--- src/rtl/sbpf_pkg.sv ---
// Package for the stream-buffer prefetch unit.
// Holds the small helpers that the buffer and top modules share.
// Assumes every ring length passed in is at least 1.
package sbpf_pkg;

    // Ring distance from slot 'from' forward to slot 'to' in a ring of m slots.
    function automatic int ring_dist(input int from, input int to, input int m);
        if (to >= from)
            return to - from;
        else
            return to + m - from;
    endfunction

    // Bit width needed to index n items; never less than one bit.
    function automatic int idx_width(input int n);
        if (n <= 2)
            return 1;
        else
            return $clog2(n);
    endfunction

endpackage

--- src/rtl/sbpf_stream.sv ---
// One stream buffer: a circular queue of M consecutive block addresses.
// It holds one valid flag for the whole queue and a head pointer that marks
// the lowest address. The lookup is combinational over every slot. An
// advance rewrites only the freed slots (each moves up by M) and moves the
// head, so nothing is shifted.
// Assumes alloc_en and adv_en are never both 1, and that adv_en only comes
// in a cycle where this buffer reports hit for look_blk.
module sbpf_stream
    import sbpf_pkg::*;
#(
    parameter int M     = 4,
    parameter int BLK_W = 26,
    parameter int PW    = 2
) (
    input  logic             clk,
    input  logic             rst_n,
    input  logic [BLK_W-1:0] look_blk,
    input  logic             alloc_en,
    input  logic             adv_en,
    output logic             valid,
    output logic             hit,
    output logic [PW-1:0]    hit_pos
);

    localparam logic [BLK_W-1:0] RUN_LEN = BLK_W'(M);

    logic [BLK_W-1:0] ent [M];
    logic [PW-1:0]    head;
    logic [M-1:0]     drop;
    logic [PW-1:0]    nxt_head;

    assign valid = vld_q;
    logic vld_q;

    // Search every slot and report the hit distance from the head.
    always_comb begin
        hit     = 1'b0;
        hit_pos = '0;
        for (int s = 0; s < M; s++) begin
            if (vld_q && ent[s] == look_blk) begin
                hit     = 1'b1;
                hit_pos = PW'(ring_dist(int'(head), s, M));
            end
        end
    end

    // Mark the slots retired by an advance and work out the new head.
    always_comb begin
        int nh;
        for (int s = 0; s < M; s++)
            drop[s] = ring_dist(int'(head), s, M) <= int'(hit_pos);
        nh = int'(head) + int'(hit_pos) + 1;
        if (nh >= M)
            nh = nh - M;
        nxt_head = PW'(nh);
    end

    // Valid flag and head pointer update.
    always_ff @(posedge clk) begin
        if (!rst_n) begin
            vld_q <= 1'b0;
            head  <= '0;
        end else if (alloc_en) begin
            vld_q <= 1'b1;
            head  <= '0;
        end else if (adv_en) begin
            head  <= nxt_head;
        end
    end

    // Slot contents: a fresh run on allocation, freed slots move up by M on advance.
    always_ff @(posedge clk) begin
        if (!rst_n) begin
            for (int s = 0; s < M; s++)
                ent[s] <= '0;
        end else if (alloc_en) begin
            for (int s = 0; s < M; s++)
                ent[s] <= look_blk + BLK_W'(s + 1);
        end else if (adv_en) begin
            for (int s = 0; s < M; s++)
                if (drop[s])
                    ent[s] <= ent[s] + RUN_LEN;
        end
    end

endmodule

--- src/rtl/sbpf_lru.sv ---
// Recency ranks over N whole buffers. Rank 0 is the most recent and rank
// N-1 the least. After reset buffer i has rank i, so the ranks always form
// a permutation. A touch moves one buffer to rank 0 and ages every buffer
// that ranked above it.
// Assumes touch_idx < N.
module sbpf_lru #(
    parameter int N  = 4,
    parameter int IW = 2
) (
    input  logic          clk,
    input  logic          rst_n,
    input  logic          touch_en,
    input  logic [IW-1:0] touch_idx,
    output logic [IW-1:0] rank [N]
);

    logic [IW-1:0] rank_q [N];
    logic [IW-1:0] touched_rank;

    assign rank = rank_q;

    // Rank the touched buffer holds before the update.
    always_comb begin
        touched_rank = '0;
        for (int i = 0; i < N; i++)
            if (touch_idx == IW'(i))
                touched_rank = rank_q[i];
    end

    // Rank update on a touch.
    always_ff @(posedge clk) begin
        if (!rst_n) begin
            for (int i = 0; i < N; i++)
                rank_q[i] <= IW'(i);
        end else if (touch_en) begin
            for (int i = 0; i < N; i++) begin
                if (touch_idx == IW'(i))
                    rank_q[i] <= '0;
                else if (rank_q[i] < touched_rank)
                    rank_q[i] <= rank_q[i] + 1'b1;
            end
        end
    end

endmodule

--- src/rtl/sbpf_issue.sv ---
// Prefetch issue sequencer. It is loaded with a start block and a count,
// then presents ascending block addresses one per handshake. It also keeps
// a count of transferred prefetches.
// Assumes start_en is only raised while busy is 0.
module sbpf_issue #(
    parameter int BLK_W = 26,
    parameter int CW    = 3,
    parameter int CNT_W = 32
) (
    input  logic             clk,
    input  logic             rst_n,
    input  logic             start_en,
    input  logic [BLK_W-1:0] start_blk,
    input  logic [CW-1:0]    start_cnt,
    output logic             busy,
    output logic             pf_valid,
    input  logic             pf_ready,
    output logic [BLK_W-1:0] pf_blk,
    output logic [CNT_W-1:0] pf_count
);

    logic [CW-1:0]    remain;
    logic [BLK_W-1:0] cur_blk;
    logic             xfer;

    assign pf_valid = remain != '0;
    assign busy     = pf_valid;
    assign pf_blk   = cur_blk;
    assign xfer     = pf_valid && pf_ready;

    // Load a burst or step through it on each transfer.
    always_ff @(posedge clk) begin
        if (!rst_n) begin
            remain  <= '0;
            cur_blk <= '0;
        end else if (start_en) begin
            remain  <= start_cnt;
            cur_blk <= start_blk;
        end else if (xfer) begin
            remain  <= remain - 1'b1;
            cur_blk <= cur_blk + 1'b1;
        end
    end

    // Running count of transferred prefetches.
    always_ff @(posedge clk) begin
        if (!rst_n)
            pf_count <= '0;
        else if (xfer)
            pf_count <= pf_count + 1'b1;
    end

endmodule

--- src/rtl/sbpf_top.sv ---
// Stream-buffer prefetch unit top. For each accepted demand request it
// searches all buffers, picks the most recent hitting buffer (or the least
// recent buffer on a full miss), updates that buffer and the recency order,
// and starts a prefetch burst. A request is accepted only when no burst is
// outstanding. N = 0 removes the buffers altogether.
// Assumes req_blk and req_cache_hit are stable while req_valid waits.
module sbpf_top
    import sbpf_pkg::*;
#(
    parameter int N     = 4,
    parameter int M     = 4,
    parameter int BLK_W = 26,
    parameter int CNT_W = 32
) (
    input  logic             clk,
    input  logic             rst_n,
    input  logic             req_valid,
    output logic             req_ready,
    input  logic [BLK_W-1:0] req_blk,
    input  logic             req_cache_hit,
    output logic             rsp_valid,
    output logic             rsp_sb_hit,
    output logic             pf_valid,
    input  logic             pf_ready,
    output logic [BLK_W-1:0] pf_blk,
    output logic             pf_is_prefetch,
    output logic [CNT_W-1:0] pf_count
);

    localparam int PW = idx_width(M);
    localparam int CW = $clog2(M + 1);
    localparam int NB = (N > 0) ? N : 1;
    localparam int IW = idx_width(NB);

    logic             acc;
    logic             busy;
    logic             any_hit;
    logic             start_en;
    logic [BLK_W-1:0] start_blk;
    logic [CW-1:0]    start_cnt;

    assign req_ready      = !busy;
    assign acc            = req_valid && req_ready;
    assign pf_is_prefetch = 1'b1;

    generate
        if (N == 0) begin : g_off
            assign any_hit   = 1'b0;
            assign start_en  = 1'b0;
            assign start_blk = '0;
            assign start_cnt = '0;
        end else begin : g_on
            logic [N-1:0]  b_valid;
            logic [N-1:0]  b_hit;
            logic [PW-1:0] b_pos [N];
            logic [N-1:0]  b_alloc;
            logic [N-1:0]  b_adv;
            logic [IW-1:0] rank [N];
            logic          win_found;
            logic [IW-1:0] win_idx;
            logic [IW-1:0] win_rank;
            logic [PW-1:0] win_pos;
            logic [IW-1:0] vic_idx;
            logic          touch_en;
            logic [IW-1:0] touch_idx;

            for (genvar i = 0; i < N; i++) begin : g_buf
                sbpf_stream #(.M(M), .BLK_W(BLK_W), .PW(PW)) u_buf (
                    .clk      (clk),
                    .rst_n    (rst_n),
                    .look_blk (req_blk),
                    .alloc_en (b_alloc[i]),
                    .adv_en   (b_adv[i]),
                    .valid    (b_valid[i]),
                    .hit      (b_hit[i]),
                    .hit_pos  (b_pos[i])
                );
            end

            sbpf_lru #(.N(N), .IW(IW)) u_lru (
                .clk       (clk),
                .rst_n     (rst_n),
                .touch_en  (touch_en),
                .touch_idx (touch_idx),
                .rank      (rank)
            );

            // Most recent hitting buffer, taking the lowest rank among the hits.
            always_comb begin
                win_found = 1'b0;
                win_idx   = '0;
                win_rank  = '0;
                win_pos   = '0;
                for (int i = 0; i < N; i++) begin
                    if (b_hit[i] && (!win_found || rank[i] < win_rank)) begin
                        win_found = 1'b1;
                        win_idx   = IW'(i);
                        win_rank  = rank[i];
                        win_pos   = b_pos[i];
                    end
                end
            end

            // Least recent buffer, the one holding rank N-1.
            always_comb begin
                vic_idx = '0;
                for (int i = 0; i < N; i++)
                    if (rank[i] == IW'(N - 1))
                        vic_idx = IW'(i);
            end

            // Buffer control strobes and recency touch for the accepted request.
            always_comb begin
                for (int i = 0; i < N; i++) begin
                    b_adv[i]   = acc && win_found && (win_idx == IW'(i));
                    b_alloc[i] = acc && !win_found && !req_cache_hit && (vic_idx == IW'(i));
                end
                touch_en  = acc && (win_found || !req_cache_hit);
                touch_idx = win_found ? win_idx : vic_idx;
            end

            // Burst to start: the run after the old tail, or a whole new run.
            always_comb begin
                start_en = touch_en;
                if (win_found) begin
                    start_cnt = CW'(win_pos) + 1'b1;
                    start_blk = req_blk + BLK_W'(M) - BLK_W'(win_pos);
                end else begin
                    start_cnt = CW'(M);
                    start_blk = req_blk + 1'b1;
                end
            end

            assign any_hit = win_found;

            logic unused_valid;
            assign unused_valid = ^b_valid;
        end
    endgenerate

    sbpf_issue #(.BLK_W(BLK_W), .CW(CW), .CNT_W(CNT_W)) u_issue (
        .clk       (clk),
        .rst_n     (rst_n),
        .start_en  (start_en),
        .start_blk (start_blk),
        .start_cnt (start_cnt),
        .busy      (busy),
        .pf_valid  (pf_valid),
        .pf_ready  (pf_ready),
        .pf_blk    (pf_blk),
        .pf_count  (pf_count)
    );

    // Lookup result, registered one cycle after acceptance.
    always_ff @(posedge clk) begin
        if (!rst_n) begin
            rsp_valid  <= 1'b0;
            rsp_sb_hit <= 1'b0;
        end else begin
            rsp_valid  <= acc;
            rsp_sb_hit <= acc && any_hit;
        end
    end

endmodule

--- config.mk ---
export PLATFORM = sky130hd
export DESIGN_NAME = sbpf_top
export DESIGN_NICKNAME = d
export VERILOG_FILES = /design/src/rtl/sbpf_pkg.sv /design/src/rtl/sbpf_stream.sv /design/src/rtl/sbpf_lru.sv /design/src/rtl/sbpf_issue.sv /design/src/rtl/sbpf_top.sv
export SDC_FILE = /design/constraint.sdc
export NUM_CORES = 2
export LEC_CHECK = 0
export CORE_AREA = 4 4 282 339
export DETAILED_ROUTE_END_ITERATION = 7
export DIE_AREA = 0 0 286 343
export DONT_BUFFER_PORTS = 1
export PLACE_DENSITY_LB_ADDON = 0.15
export SKIP_LAST_GASP = 1
export SLEW_MARGIN = 30
export SYNTH_ARGS = -nofsm -noshare
export SYNTH_HDL_FRONTEND = slang
export SYNTH_SLANG_ARGS = --single-unit
--- constraint.sdc ---
create_clock -name clk -period 13.4 [get_ports clk]
set_input_delay 2.68 -clock clk [delete_from_list [all_inputs] [get_ports clk]]
set_output_delay 2.68 -clock clk [all_outputs]
set_load 0.05 [all_outputs]
## Word level (Yosys, flattened, before mapping)

Memories as Yosys holds them, arrays and structs flattened.
Cells that the tools add are included.

| cells by class | value |
|---|---|
| reductions and logical operators | 60 |
| mux-type cells | 209 |
| bitwise gates (word level) | 33 |
| equal/unequal tests | 28 |
| $add $sub $neg | 69 |
| magnitude comparators | 39 |

Operators by type and width:

| kind | count |
|---|---|
| 26-bit 2-to-1 mux | 35 |
| 32-bit by 3-bit less-or-equal comparator with 1-bit output | 16 |
| 26-bit by 3-bit adder with 26-bit output, second input constant | 17 |
| 26-bit == test | 16 |
| 32-bit 2-to-1 mux | 12 |
| 32-bit by 4-bit greater-or-equal comparator with 1-bit output, second input constant | 4 |
| 1-bit 2-to-1 mux | 115 |
| 2-bit 2-to-1 mux | 44 |
| 26-bit by 1-bit adder with 26-bit output, second input constant | 2 |
| 26-bit by 2-bit adder with 26-bit output, second input constant | 2 |
| 3-bit by 2-bit subtractor with 4-bit output, first input constant | 12 |
| 1-bit logical AND | 33 |
| 32-bit by 1-bit adder with 32-bit output, second input constant | 1 |
| 1-bit bitwise OR | 32 |
| 26-bit by 2-bit subtractor with 26-bit output | 1 |
| 1-bit by 2-bit subtractor with 3-bit output, first input constant | 8 |
| 2-bit by 2-bit subtractor with 3-bit output, first input constant | 8 |
| 2-bit == test, second input constant | 9 |
| 3-bit by 1-bit adder with 4-bit output, second input constant | 4 |
| 1-bit by 2-bit greater-or-equal comparator with 1-bit output, first input constant | 8 |
| 2-bit < comparator | 7 |
| 2-bit by 2-bit adder with 3-bit output | 4 |
| 2-bit nonzero test | 5 |
| 3-bit 2-to-1 mux | 3 |
| 13 further kinds | 40 |

| word-level totals | value |
|---|---|
| word-level logic and storage cells | 459 |
| memory bits (writable) | 416 |
| register bits | 83 |
| output and inout port bits | 63 |
| memories | 4 |
| input bits | 31 |

Memory list:

| name | words | bits a word | rd ports | clocked after memory_dff | write ports | line | text |
|---|---|---|---|---|---|---|---|
| g_on.g_buf[0].u_buf.ent | 4 | 26 | 4 | 0 | 4 | sbpf_stream.sv:27 | `logic [BLK_W-1:0] ent [M];` |
| g_on.g_buf[1].u_buf.ent | 4 | 26 | 4 | 0 | 4 | sbpf_stream.sv:27 |  |
| g_on.g_buf[2].u_buf.ent | 4 | 26 | 4 | 0 | 4 | sbpf_stream.sv:27 |  |
| g_on.g_buf[3].u_buf.ent | 4 | 26 | 4 | 0 | 4 | sbpf_stream.sv:27 |  |

## Logic depth before layout (Yosys ltp)

An unclocked memory read counts as a cell.

| logic depth | value |
|---|---|
| depth after elaboration | 29 |
| mapped depth | 40 |
| mapped depth without buffers | 36 |

## Modules after synthesis

A second synthesis with hierarchy kept.

| unflattened totals | value |
|---|---|
| cell total of the unflattened synthesis | 4737 |
| area, all modules | 42209.2 um^2 |

Modules (own cells, without submodules):

| module | instances | area an instance (um^2) | cells each |
|---|---|---|---|
| sbpf_stream (g_on.g_buf[0].u_buf ...) | 2 | 8775.9 | 945 |
| sbpf_stream (g_on.g_buf[1].u_buf) | 1 | 8932.3 | 977 |
| sbpf_stream (g_on.g_buf[2].u_buf) | 1 | 8897.3 | 971 |
| sbpf_issue | 1 | 3377.0 | 413 |
| sbpf_top | 1 | 2840.2 | 419 |
| sbpf_lru | 1 | 610.6 | 67 |

## Worst setup path before layout

OpenSTA, ideal clock, no wires.

| timing path | value |
|---|---|
| path kind | input port to flip-flop |
| start | in req_blk[24] |
| end | reg u_issue.cur_blk[23] (netlist: u_issue.pf_blk[23]) |
| cell stages on the path | 39 |
| data arrival time | 10443 ps |
| library setup time | 65 ps |
| path buffers | 4 |
| setup slack | 2891 ps |
| cell sequence | clkbuf_1 buf_4 xnor2_1 nor4bb_1 nand4_1 or4_1 clkbuf_1 nand4_2 and2_1 inv_1 ha_1 o21ai_0 nand2b_1 a21boi_1 mux2i_1 ha_1 nor2_1 inv_1 [3 not listed] o22ai_1 o21ai_2 mux2_2 ha_1 nand2b_1 nand3b_1 nor3b_1 nand3_1 nor2_1 nand3_1 or3_1 clkbuf_1 o31a_1 o21ai_0 a21oi_1 o21ai_0 a21oi_1 nor2_1 |

| on the way | value |
|---|---|
| word-level cells in the longest chain between the ends | 22 |
| elaborated cells between the ends (all ways) | 93 |
| classes of those cells | add/sub (1); order compare (3); eq/ne (16); mux (45); reduce/logical (28) |

RTL lines:

| what | line | text |
|---|---|---|
| start: declaration | sbpf_top.sv:19 | `input logic [BLK_W-1:0] req_blk,` |
| 26-bit == test | sbpf_stream.sv:40 | `if (vld_q && ent[s] == look_blk) begin` |
| 1-bit logical AND | sbpf_stream.sv:40 |  |
| 1-bit 2-to-1 mux (4 in series) | sbpf_stream.sv:40 |  |
| 2-bit 2-to-1 mux / 1-bit 2-to-1 mux (equally long branches) | sbpf_top.sv:95 | `if (b_hit[i] && (!win_found \|\| rank[i] < win_rank)) begin` |
| 2-bit < comparator / 1-bit logical NOT (equally long branches) | sbpf_top.sv:95 |  |
| 1-bit logical OR | sbpf_top.sv:95 |  |
| 1-bit logical AND | sbpf_top.sv:95 |  |
| 2-bit 2-to-1 mux / 1-bit 2-to-1 mux (equally long branches) | sbpf_top.sv:95 |  |
| [3 not listed] | n/a |  |
| 2-bit 2-to-1 mux / 1-bit 2-to-1 mux (equally long branches) | sbpf_top.sv:95 |  |
| 2-bit < comparator / 1-bit logical NOT (equally long branches) | sbpf_top.sv:95 |  |
| 1-bit logical OR | sbpf_top.sv:95 |  |
| 1-bit logical AND | sbpf_top.sv:95 |  |
| 2-bit 2-to-1 mux / 1-bit 2-to-1 mux (equally long branches) | sbpf_top.sv:95 |  |
| 26-bit by 2-bit subtractor with 26-bit output / 1-bit logical OR (equally long branches) | sbpf_top.sv:127, sbpf_top.sv:118 |  |
| 26-bit 2-to-1 mux / 1-bit logical AND (equally long branches) | sbpf_top.sv:125, sbpf_top.sv:118 |  |
| 26-bit 2-to-1 mux / 2-bit nonzero test (equally long branches) | n/a |  |
| end signal: assignment | sbpf_issue.sv:38 | `cur_blk <= start_blk;` |
| end signal: assignment | sbpf_issue.sv:41 | `cur_blk <= cur_blk + 1'b1;` |
| end: declaration | sbpf_issue.sv:23 | `logic [BLK_W-1:0] cur_blk;` |

Parallel ways exist; a longest one is shown, timed or not.
A chain may end at the register's enable or synchronous reset.

## Final worst setup path

| timing path | value |
|---|---|
| start | in req_blk[15] |
| end | reg u_issue.cur_blk[23] (netlist: u_issue.pf_blk[23]) |

The elaborated chain is that of the path after synthesis.

==> summary.md <==
| Metric | Value |
|---|---|
| Top Usage Layer GRT | met2 |
| Max Cap Violations | 0 |
| Synth unique cells | 86 |
| Unrepaired setup endpoints after global routing | false |
| Sink Count | 499 |
| Core Util, Final | 0.4327 |
| Post-synth EDFFs | approximately 420 |
| Area growth, synth to finish | 8.772% |
| Initial DRT Pass Iterations | 6 |
| Type of origin of the critical path | primary input |
| CP Class | primary input to register |
| Cells after Synth | 3932 |
| Clock latency at the later pin of the worst-skew pair | about 0.66 ns |
| ANT nets after route | 0 |
| Largest net degree at the start of global routing | 70 |
| Fill count | about 9200 |
| Worst Path Required | about 14 ns |
| Setup violators final | 0 |
| Htree depth | 2 |
| Core Area | 92200 um2 |
| Hold Violations, Final | 0 |
| Vias in the first global route | between 30000 and 40000 |
| Global-route wire length before repair | between 200000 and 250000 um |
| Met3 usage in global routing | 0.05827 |
| Storage cell area | between 10000 and 15000 um2 |
| Area of the multi-input gates | about 21000 um2 |
| Status | finished, final reports clean |
| Crit-path max cell delay | 0.69 ns |
| Max frequency | around 91 MHz |
| Crit path DAT | roughly 11 ns |
| Peak supply drop | 0.1316 mV |
| Setup repair bufs after CTS | 0 |
| Syn Area/Cell | 9.327 um2 |
| Worst-path clk slew | 0.06 ns |
| Crit end category | register |
| Cell taking the most area after synthesis | edfxtp_1 |
| CTS resizes | 0 |
| Fraction of layout cells with a size suffix above 1 | 0.07215 |
| Most frequent CP cell | ha_1 |
| Slew @ Worst Pin | ~1.1 ns |
| Worst r2r src | g_on.g_buf[0].u_buf.ent[1][22] |
| Fin crit period | around 11 ns |
| Hold WS | approximately 0.52 ns |
| CP startpoint | req_blk[15] |
| Max_slew headroom | 0.2585 |
| CTS tree | done |
| RePlAce Congestion | about 0.96 |
| Synth area leaders | edfxtp_1 (34%), xnor2_1 (11%), xor2_1 (11%), o22ai_1 (4.6%), dfxtp_1 (4.5%) |
| Die width | about 290 um |
| Die Ht | approximately 340 um |
| Pwr dens | ~120 nW/um2 |
| Drt drc | 0 |
| Sequential area share after synthesis | 0.3859 |
| Detailed router's first-iteration violation count | around 3200 |
| Post-synth ARST share | 0 |
| I/O Buffers | 0 |
| Global route overflow | 0 |
| Worst hold path type | register to register |
| Final WL | 146700 um |
| Syn Nets | 4045 |
| YS warnings | 0 |
| FP Rows | 122 |
| I/O pin cnt | 94 |
| Post-Syn Area | roughly 37000 um2 |
| GR Util All Layers | 0.2878 |
| HP Start | u_issue.remain[1] |
| Root Buffer | clkbuf_16 |
| Routed length per instance | approximately 29 um |
| Flops & latches, synth | around 500 |
| Static Leakage | between 10 and 15 nW |
| CTS Buf Count | 59 |
| HPWL after DPL | around 98000 um |
| Fin Setup TNS | 0 ns |
| Initial antenna violation count | 3 |
| Drt via density | 6.094 |
| Met2 Usage GRT | 0.4707 |
| Starting Density | 0.3978 |
| Die Area | between 90000 and 100000 um2 |
| Via count | 31213 |
| Slew Limit Fails | 0 |
| Crit path max fanout | 25 |
| Ys flop type | edfxtp_1 |
| Critical path's slowest cell | or4_1 |
| Bufs on Longest Clock Path | 3 |
| Commonest non-fill, non-tap cell in the layout | xnor2_1 |
| Period utilization | 0.8173 |
| Most frequent cells in the layout | xnor2_1 (473), xor2_1 (452), edfxtp_1 (416), nor2_1 (332), nand2_1 (307) |
| Met1 Use GR | 0.3649 |
| Final Skew | roughly 0.027 ns |
| Post-synth top area share | 0.3406 |
| Nets@finish | a little under 4000 |
| Hold Buf Count CTS | 0 |
layout make-up:
| type | instances | share of cell area |
|---|---|---|
| Inverter | 99 | 0.009316 |
| Tap cell | 1240 | 0.03889 |
| Antenna cell | 1 | 0.00006273 |
| Clock inverter | 24 | 0.005458 |
| Clock buffer | 85 | 0.04388 |
| Multi-Input combinational cell | 3108 | 0.5352 |
| Sequential cell | 499 | 0.3548 |
| Timing Repair Buffer | 66 | 0.01242 |
power by group:
part           internal [W]  switching [W]
logic              0.000380       0.000640
clock network      0.000978       0.000708
registers           0.00188       0.000334
total               0.00324        0.00168
critical path, delay by kind of cell:
kind | cells | cell delay, ns
simple gates | 16 | 3.95
fa+ha+maj | 4 | 1.11
xor+xnor | 1 | 0.18
mux | 3 | 1.13
buf+inv | 2 | 0.18
compound gates | 9 | 2.14
layer usage:
layer / part of all wire / wire [um]
met1: 0.40 / 58750
met2: 0.46 / 67150
met3: 0.085 / 12510
met4: 0.056 / 8246
met5: 0 / 0
metrics by stage:
stage	area (um2)	cells	total power (W)	setup slack [ns]
final	39890	5122	0.004922	2.448
after global routing	39890	5121	0.005117	1.696
after global placement	37770	5012	0.003248	2.082
after floorplan	36670	3932	0.002925	2.891
after detailed placement	37900	5012	0.003246	1.946
after CTS	39870	5121	0.004933	2.612
cell families (layout without fill, tap and decap cells):
group | Yosys count | count (layout) | synth area share
buffers and inverters | 325 | 274 | 0.03971
DFF | 499 | 499 | 0.3859
and+or+nand+nor | 1475 | 1475 | 0.2051
other | 1 | 2 | 0.0001023
AOI/OAI and AO/OA | 537 | 537 | 0.09450
adders and majority gates | 82 | 82 | 0.02818
muxes | 64 | 64 | 0.01921
xor gates and xnor gates | 949 | 949 | 0.2273
flip-flops by register name, summed over array words and instances, names as in the netlist:
register	flops
g_on.g_buf.u_buf.ent	416
g_on.g_buf.u_buf.head	8
g_on.g_buf.u_buf.valid	4
g_on.u_lru.rank	8
rsp_sb_hit	1
rsp_valid	1
u_issue.pf_blk	26
u_issue.pf_count	32
u_issue.remain	3
path summary, 6_finish.rpt:
kind | end | slack [ns] | cells after the start
min reg2reg | u_issue.remain[1] | 0.52 | 2
max reg2reg | u_issue.pf_blk[23] | 3.95 | 35
min | u_issue.remain[1] | 0.52 | 2
max | u_issue.pf_blk[23] | 2.45 | 35
cells in the mapped netlist, types with 5 or more instances:
master / instances
nor2_1: 333
and4_1: 13
a21oi_1: 59
buf_4: 10
nand4_1: 209
nor4_1: 61
nand2_1: 321
o22ai_1: 271
nor3_1: 49
buf_6: 13
a31oi_1: 6
nor2_2: 6
inv_1: 97
nor4bb_1: 5
mux2i_1: 31
o31ai_1: 21
a21o_1: 5
edfxtp_1: 416
a211oi_1: 27
buf_2: 81
xnor2_1: 480
nand2b_1: 12
o21ai_1: 7
clkbuf_1: 107
and3_1: 114
mux2_2: 19
dfxtp_1: 83
o21ai_0: 81
nand3_1: 199
xor2_1: 466
and2_1: 21
mux2_1: 8
or4_1: 50
ha_1: 81
mux2_4: 6
nor2b_1: 15
or3_1: 33
o22ai_2: 8
buf_1: 15
Note: power is estimated with default switching activity, not from simulation.
